File: config.mk
export PLATFORM = sky130hd
export DESIGN_NAME = reset_gather
export DESIGN_NICKNAME = d
export VERILOG_FILES = /design/src/rtl/reset_gather_pkg.sv /design/src/rtl/rg_source_merge.sv /design/src/rtl/rg_event_map.sv /design/src/rtl/rg_flag_bank.sv /design/src/rtl/reset_gather.sv
export SDC_FILE = /design/constraint.sdc
export NUM_CORES = 1
export LEC_CHECK = 0
export BUFFER_PORTS_ARGS = -buffer_cell sky130_fd_sc_hd__buf_2
export CORE_MARGIN = 2
export CORE_UTILIZATION = 49
export DETAILED_ROUTE_END_ITERATION = 7
export PLACE_DENSITY = 0.93
export SYNTH_ARGS = -nofsm -noshare
export SYNTH_HDL_FRONTEND = slang
export SYNTH_HIERARCHICAL = 1
export SYNTH_SLANG_ARGS = --single-unit
File: constraint.sdc
create_clock -name clk -period 1.82 [get_ports clk]
set_input_delay 0 -clock clk [delete_from_list [all_inputs] [get_ports clk]]
set_output_delay 0 -clock clk [all_outputs]
set_load 0.01 [all_outputs]
File: src/rtl/reset_gather_pkg.sv
package reset_gather_pkg;
  localparam int REG_W = 16;

  // Bit positions of the cause/status register
  localparam int B_TRAP = 15;
  localparam int B_ILL  = 14;
  localparam int B_CM   = 9;
  localparam int B_VREG = 8;
  localparam int B_PIN  = 7;
  localparam int B_SW   = 6;
  localparam int B_WEN  = 5;
  localparam int B_WDT  = 4;
  localparam int B_SLP  = 3;
  localparam int B_IDL  = 2;
  localparam int B_BOR  = 1;
  localparam int B_POR  = 0;

  function automatic logic [REG_W-1:0] bit_at(input int pos);
    return REG_W'(1) << pos;
  endfunction

  localparam logic [REG_W-1:0] IMPL_MASK =
    bit_at(B_TRAP) | bit_at(B_ILL) | bit_at(B_CM) | bit_at(B_VREG) |
    bit_at(B_PIN)  | bit_at(B_SW)  | bit_at(B_WEN) | bit_at(B_WDT) |
    bit_at(B_SLP)  | bit_at(B_IDL) | bit_at(B_BOR) | bit_at(B_POR);

  localparam logic [REG_W-1:0] POR_VALUE = bit_at(B_BOR) | bit_at(B_POR);

  // Bits a brown-out leaves alone (bit 1 is set by it instead)
  localparam logic [REG_W-1:0] BOR_KEEP = bit_at(B_PIN) | bit_at(B_BOR) | bit_at(B_POR);

  // One flag bit: hardware set > hardware clear > software write > hold
  function automatic logic flag_next(input logic cur, input logic hw_set,
                                     input logic hw_clr, input logic we,
                                     input logic wd);
    return hw_set | (~hw_clr & (we ? wd : cur));
  endfunction
endpackage

File: src/rtl/rg_source_merge.sv
module rg_source_merge (
  input  logic clk,
  input  logic por_req,
  input  logic bor_req,
  input  logic pin_req,
  input  logic swi_req,
  input  logic wdt_expire,
  input  logic trap_conflict,
  input  logic illegal_req,
  input  logic cfg_mismatch,
  input  logic low_power,
  output logic sys_rst,
  output logic cold_rst,
  output logic wdt_wake,
  output logic sw_hold
);
  logic wdt_run_rst;

  // Software reset lasts one cycle after the instruction is seen
  always_ff @(posedge clk) begin
    sw_hold <= swi_req & ~por_req;
  end

  assign wdt_run_rst = wdt_expire & ~low_power;
  assign wdt_wake    = wdt_expire & low_power;
  assign cold_rst    = por_req | bor_req;
  assign sys_rst     = cold_rst | pin_req | trap_conflict | illegal_req |
                       cfg_mismatch | wdt_run_rst | sw_hold;
endmodule

File: src/rtl/rg_event_map.sv
module rg_event_map
  import reset_gather_pkg::*;
(
  input  logic             por_req,
  input  logic             bor_req,
  input  logic             pin_req,
  input  logic             swi_req,
  input  logic             wdt_expire,
  input  logic             trap_conflict,
  input  logic             illegal_req,
  input  logic             cfg_mismatch,
  input  logic             sleep_enter,
  input  logic             idle_enter,
  input  logic             wdt_clear,
  output logic [REG_W-1:0] set_vec,
  output logic [REG_W-1:0] clr_vec
);
  always_comb begin
    set_vec          = '0;
    set_vec[B_TRAP]  = trap_conflict;
    set_vec[B_ILL]   = illegal_req;
    set_vec[B_CM]    = cfg_mismatch;
    set_vec[B_PIN]   = pin_req;
    set_vec[B_SW]    = swi_req;
    set_vec[B_WDT]   = wdt_expire;
    set_vec[B_SLP]   = sleep_enter;
    set_vec[B_IDL]   = idle_enter;
    set_vec[B_BOR]   = bor_req | por_req;
    set_vec[B_POR]   = por_req;
  end

  always_comb begin
    clr_vec        = bor_req ? (IMPL_MASK & ~BOR_KEEP) : '0;
    clr_vec[B_WDT] = clr_vec[B_WDT] | sleep_enter | idle_enter | wdt_clear;
  end
endmodule

File: src/rtl/rg_flag_bank.sv
module rg_flag_bank
  import reset_gather_pkg::*;
(
  input  logic             clk,
  input  logic             por_req,
  input  logic [REG_W-1:0] set_vec,
  input  logic [REG_W-1:0] clr_vec,
  input  logic             wr_en,
  input  logic [REG_W-1:0] wr_data,
  output logic [REG_W-1:0] flags
);
  for (genvar i = 0; i < REG_W; i++) begin : g_bit
    if (IMPL_MASK[i]) begin : g_flop
      logic q;
      always_ff @(posedge clk) begin
        if (por_req) q <= POR_VALUE[i];
        else         q <= flag_next(q, set_vec[i], clr_vec[i], wr_en, wr_data[i]);
      end
      assign flags[i] = q;
    end else begin : g_dead
      logic unused_in;
      assign unused_in = ^{set_vec[i], clr_vec[i], wr_data[i]};
      assign flags[i]  = 1'b0;
    end
  end
endmodule

File: src/rtl/reset_gather.sv
module reset_gather
  import reset_gather_pkg::*;
(
  input  logic             clk,
  input  logic             por_req,
  input  logic             bor_req,
  input  logic             pin_req,
  input  logic             swi_req,
  input  logic             wdt_expire,
  input  logic             trap_conflict,
  input  logic             illegal_req,
  input  logic             cfg_mismatch,
  input  logic             low_power,
  input  logic             sleep_enter,
  input  logic             idle_enter,
  input  logic             wdt_clear,
  input  logic             reg_we,
  input  logic [REG_W-1:0] reg_wdata,
  output logic [REG_W-1:0] reg_rdata,
  output logic             sys_rst,
  output logic             cold_rst,
  output logic             wdt_wake
);
  logic             sw_hold;
  logic [REG_W-1:0] set_vec;
  logic [REG_W-1:0] clr_vec;

  rg_source_merge u_merge (
    .clk           (clk),
    .por_req       (por_req),
    .bor_req       (bor_req),
    .pin_req       (pin_req),
    .swi_req       (swi_req),
    .wdt_expire    (wdt_expire),
    .trap_conflict (trap_conflict),
    .illegal_req   (illegal_req),
    .cfg_mismatch  (cfg_mismatch),
    .low_power     (low_power),
    .sys_rst       (sys_rst),
    .cold_rst      (cold_rst),
    .wdt_wake      (wdt_wake),
    .sw_hold       (sw_hold)
  );

  rg_event_map u_map (
    .por_req       (por_req),
    .bor_req       (bor_req),
    .pin_req       (pin_req),
    .swi_req       (swi_req),
    .wdt_expire    (wdt_expire),
    .trap_conflict (trap_conflict),
    .illegal_req   (illegal_req),
    .cfg_mismatch  (cfg_mismatch),
    .sleep_enter   (sleep_enter),
    .idle_enter    (idle_enter),
    .wdt_clear     (wdt_clear),
    .set_vec       (set_vec),
    .clr_vec       (clr_vec)
  );

  rg_flag_bank u_bank (
    .clk     (clk),
    .por_req (por_req),
    .set_vec (set_vec),
    .clr_vec (clr_vec),
    .wr_en   (reg_we),
    .wr_data (reg_wdata),
    .flags   (reg_rdata)
  );
endmodule

==> results.toml, run 1 <==
[setup_path]
worstPathCellList = "dlygate4sd3_1 > buf_2 > or4_1 > o31ai_2"
cpPeakStageDelay_ns = 0.53
worstPathRequired_ns = 2.00
cp-end-kind = "flip-flop"
worstSetupPathType = "in -> reg"
crit_fanout = 2
r2r_slack_ns = 1.14
cp_slowest_cell = "dlygate4sd3_1"
crit_path_start_kind = "input port"
cp_data_arrival_time_ns = 1.40

[clocking]
cts-buffers-inserted = 3
cts.sinks = 13
cts_buffer_depth = 2
insertion_delay_ns = 0.26
cts_setup_buffers = 0
htree_num_levels = 1
cts_tree = "yes"
cts-root-buf = "clkbuf_4"
path_clk_slew_ns = 0.08

[die]
dieArea_um2 = 2310
fp-row-count = 15
num_io_pins = 49
core_area_um2 = 1780
die_w_um = 48.0
die_h_um = 48.0
start_util_pct = 53.3

[detailed_routing]
drt_iter0_markers = 3
wl_per_cell_um = 9.95
ant_nets = 0
drc = 0
wirelength_mm = 1.43
vias = 641
first_pass_iters = 2
viasPerCell = 4.45

[placed_design]
gp_congestion = 0.602
portBuffers = 40
dp_cells = 132
hpwl_mm = 1.09
pre_cts_ws_ns = 0.738

[final_layout]
synthToLayoutAreaGrowth_pct = 6.19
drive_above_1_share_pct = 45.4
n_antenna_cell = 0
fin_util_pct = 56.6
final_net_count = 150
mostFrequentLayoutCells = "buf_2 (40), dfxtp_1 (13), mux2i_1 (12), nand2b_1 (11), conb_1 (9)"
fin_cells = 144
final_common_cell = "buf_2"

[sta]
rsz0062_at_grt = "false"
hold_viol_final = 0
fmax_mhz = 823
fin_worst_skew_ns = 0
finalWorstSetupSlack_ns = 0.605
setup_viol_count_final = 0
period_share_pct = 66.8
finalMaxSlewViolations = 0
fin_tns_setup_ns = 0
finalCriticalPeriod_ns = 1.21

[global_routing]
grt_pass1_wl_mm = 2.26
antenna_found_initial = 0
grt_max_degree = 28
grt_pass1_vias = 609
track_usage_pct = 14.0
gr-total-overflow = 0

[logic_synthesis]
syn_area_per_cell_um2 = 9.40
syn_inst = 101
synth_area_um2 = 950
ys_warn_count = 6

[power_and_ir_drop]
peakVddDrop_mv = 0.286
powerDensity_nw_per_um2 = 632
leakage_nw = 0.490

[run]
drv_cap = 0

[worst_hold_path]
hold_path_class = "in -> reg"

[run_status]
status = "finished, final reports clean"
## path summary, 6_finish.rpt
path | start | end | cells past startpoint
worst min register to register | u_bank/g_bit[15].g_flop.q | u_bank/g_bit[15].g_flop.q | 2
worst max register to register | u_bank/g_bit[8].g_flop.q | u_bank/g_bit[8].g_flop.q | 2
worst max-delay path | idle_enter | u_bank/g_bit[4].g_flop.q | 4
worst min-delay path | wdt_clear | u_bank/g_bit[4].g_flop.q | 3
## state kept, by name (all words and copies together), names as in the netlist
| register | cells |
|---|---|
| u_bank/g_bit.g_flop.q | 12 |
| u_merge/sw_hold | 1 |
## power breakdown
part / leakage, nW / total, W / switching [W] / internal (W)
sequential: 0.109 / 0.000314 / 0.00000877 / 0.000305
clock: 0.0150 / 0.000171 / 0.0000865 / 0.0000845
combinational: 0.366 / 0.000152 / 0.0000738 / 0.0000782
total: 0.490 / 0.000637 / 0.000169 / 0.000468
## layout make-up
type,count,area (um2)
Tap cell,25,31.3
Fill cell,166,774
Clock buffer,4,26.3
Timing Repair Buffer,48,280
Sequential cell,13,260
Multi-Input combinational cell,54,410
## per-layer routing
| layer | global-route usage, % | share of wire (%) | up-vias |
|---|---|---|---|
| met1 | 14.6 | 41 | 284 |
| met3 | 3.40 | 6.8 | 2 |
| met2 | 26.1 | 51 | 26 |
| met5 | 0 | 0 | - |
| met4 | 6.49 | 0.84 | 0 |
| li1 | - | - | 329 |
## through the flow
step | area (um2) | total power [W] | hold slack (ns)
after floorplan | 976 | 0.000467 | 0.0716
after global placement | 902 | 0.000456 | 0.223
after detailed placement | 902 | 0.000461 | 0.234
after CTS | 1010 | 0.000649 | 0.0191
after global routing | 1010 | 0.000681 | 0.0157
final | 1010 | 0.000637 | 0.0240
## worst max-delay path, delay by kind of cell
kind	cells	cell delay [ns]
and+or+nand+nor	1	0.51
buffers and inverters	2	0.65
AOI/OAI and AO/OA	1	0.23
## timing repair
action	in CTS	in global routing
resized for setup	0	0
hold endpoints to repair	9	0
hold buffers	8	0
Note: power is estimated with default switching activity, not from simulation.
==> run 2: changes to the inputs <==
--- a/config.mk
+++ b/config.mk
@@ -7,9 +7,9 @@
 export LEC_CHECK = 0
 export BUFFER_PORTS_ARGS = -buffer_cell sky130_fd_sc_hd__buf_2
 export CORE_MARGIN = 2
-export CORE_UTILIZATION = 49
+export CORE_UTILIZATION = 41
 export DETAILED_ROUTE_END_ITERATION = 7
-export PLACE_DENSITY = 0.93
+export PLACE_DENSITY = 0.84
 export SYNTH_ARGS = -nofsm -noshare
 export SYNTH_HDL_FRONTEND = slang
 export SYNTH_HIERARCHICAL = 1
==> constraint.sdc (replaced) <==
create_clock -name clk -period 1.1 [get_ports clk]
set_input_delay 0 -clock clk [delete_from_list [all_inputs] [get_ports clk]]
set_output_delay 0 -clock clk [all_outputs]
set_load 0.01 [all_outputs]
==> run 2 against run 1 <==
  * Non-clock buffer count rose by 1
  * Clock power rose by 68%
  * Worst hold slack got worse by 0.0079 ns
  * Combinational power rose by 70%
  * Highest routed layer is now met3
==> results.toml, run 2 (synthesis gave the netlist of run 1 again) <==
[run_status]
status = "finished, final reports clean"

[sta]
fmax_mhz = 1010
finalMaxSlewViolations = 0
finalCriticalPeriod_ns = 0.990
hold_viol_final = 0
fin_tns_setup_ns = 0
period_share_pct = 90.0
rsz0062_at_grt = "false"
setup_viol_count_final = 0
fin_worst_skew_ns = 0

[setup_path]
worst-path-buf-inv = 3
worstPathCellList = "dlygate4sd3_1 > buf_2 > nor3_2 > nand3_1 > buf_2"
worstSetupPathType = "in -> out"
cp-end-kind = "output pin"
crit_fanout = 2
worst-path-stages = 5
r2r_cells = 2
crit_top_cell = "buf_2"
cp_data_arrival_time_ns = 0.99
crit_path_start_kind = "input port"
worstPathRequired_ns = 1.10
cp_top_family = "buffers and inverters"
cp_slowest_cell = "dlygate4sd3_1"
cpPeakStageDelay_ns = 0.54

[global_routing]
grt_pass1_vias = 648
gr-total-overflow = 0
grt_max_degree = 24
track_usage_pct = 12.6
antenna_found_initial = 0
grt_pass1_wl_mm = 2.51

[final_layout]
final_net_count = 151
synthToLayoutAreaGrowth_pct = 8.17
largest_reg_flops = 12
fin_util_pct = 46.9
mostFrequentLayoutCells = "buf_2 (39), dfxtp_1 (13), mux2i_1 (12), nand2b_1 (11), conb_1 (9)"
regMostFlops = "u_bank/g_bit.g_flop.q"
largest_registers = "u_bank/g_bit.g_flop.q x12, u_merge/sw_hold x1"
final_common_cell = "buf_2"
n_antenna_cell = 0
drive_above_1_share_pct = 46.7

[detailed_routing]
wirelength_mm = 1.61
wl_per_cell_um = 10.9
viasPerCell = 4.40
drt_iter0_markers = 4
ant_nets = 0
drc = 0
vias = 651
first_pass_iters = 4

[clocking]
cts.sinks = 13
cts_tree = "yes"
insertion_delay_ns = 0.26
cts_setup_buffers = 0
cts_buffer_depth = 2
htree_num_levels = 1
cts-buffers-inserted = 3
path_clk_slew_ns = 0.08
cts-root-buf = "clkbuf_4"

[power_and_ir_drop]
peakVddDrop_mv = 0.397
p_int_w = 0.000778
netSwitchingPower_w = 0.000288
leakage_nw = 0.497
netSwitchingFraction_pct = 27.0
powerDensity_nw_per_um2 = 1040
power_frac_clock_pct = 27.0
pwr-share-comb_pct = 24.3
p_seq_share_pct = 48.7

[die]
die_w_um = 52.1
num_io_pins = 49
start_util_pct = 43.3
fp-row-count = 17
dieArea_um2 = 2720
die_h_um = 52.1
core_area_um2 = 2190

[worst_hold_path]
min_path_cells = 3
hold_path_class = "in -> reg"

[placed_design]
portBuffers = 40
gp_congestion = 0.595

[run]
drv_cap = 0
run 2: worst min-delay path, stage by stage:
cell	delay [ns]
buf_2	0.07
mux2i_1	0.05
o21ai_0	0.13
run 2: cell type report:
type | instances | area, um2
clock buffer | 4 | 26.3
fill | 222 | 1160
multi-input combinational | 54 | 415
sequential | 13 | 260
tap | 28 | 35.0
timing repair buffer | 49 | 290
run 2: layer usage:
metal | share of wire [%] | vias to the layer above | global-route usage (%)
li1 | - | 331 | -
met2 | 55 | 25 | 26.6
met4 | 0 | 0 | 5.26
met1 | 38 | 295 | 10.9
met5 | 0 | - | 0
met3 | 7.1 | 0 | 2.59
run 2: what timing repair did:
action                                  in CTS  in global routing
gates resized for setup                      0                  1
hold buffers                                 8                  0
endpoints found under the setup margin       0                  1
endpoints found under the hold margin        9                  0
run 2: metrics by stage:
stage	hold WS [ns]	setup WS, ns	cell area, um2	cells	total power (W)
after detailed placement	0.236	0.110	921	137	0.000772
after floorplan	0.0716	0.268	976	108	0.000772
after global routing	0.0425	0.0454	1030	148	0.00113
final	0.0161	0.110	1030	148	0.00107
after CTS	0.0173	0.0189	1030	149	0.00108
after global placement	0.225	0.145	921	137	0.000762
run 2: power by group through the flow:
stage               sequential, W  clock [W]  combinational, W
CTS                      0.000520   0.000301          0.000263
global route             0.000523   0.000323          0.000289
global placement         0.000529          0          0.000232
finish                   0.000519   0.000288          0.000259
floorplan                0.000528          0          0.000244
detailed placement       0.000531          0          0.000241
run 2: worst paths after layout:
check | startpoint | endpoint | slack [ns]
worst max-delay path | cfg_mismatch | sys_rst | 0.11
worst min-delay path | reg_wdata[0] | u_bank/g_bit[0].g_flop.q | 0.02
worst max register to register | u_bank/g_bit[4].g_flop.q | u_bank/g_bit[4].g_flop.q | 0.41
worst min register to register | u_bank/g_bit[15].g_flop.q | u_bank/g_bit[15].g_flop.q | 0.54
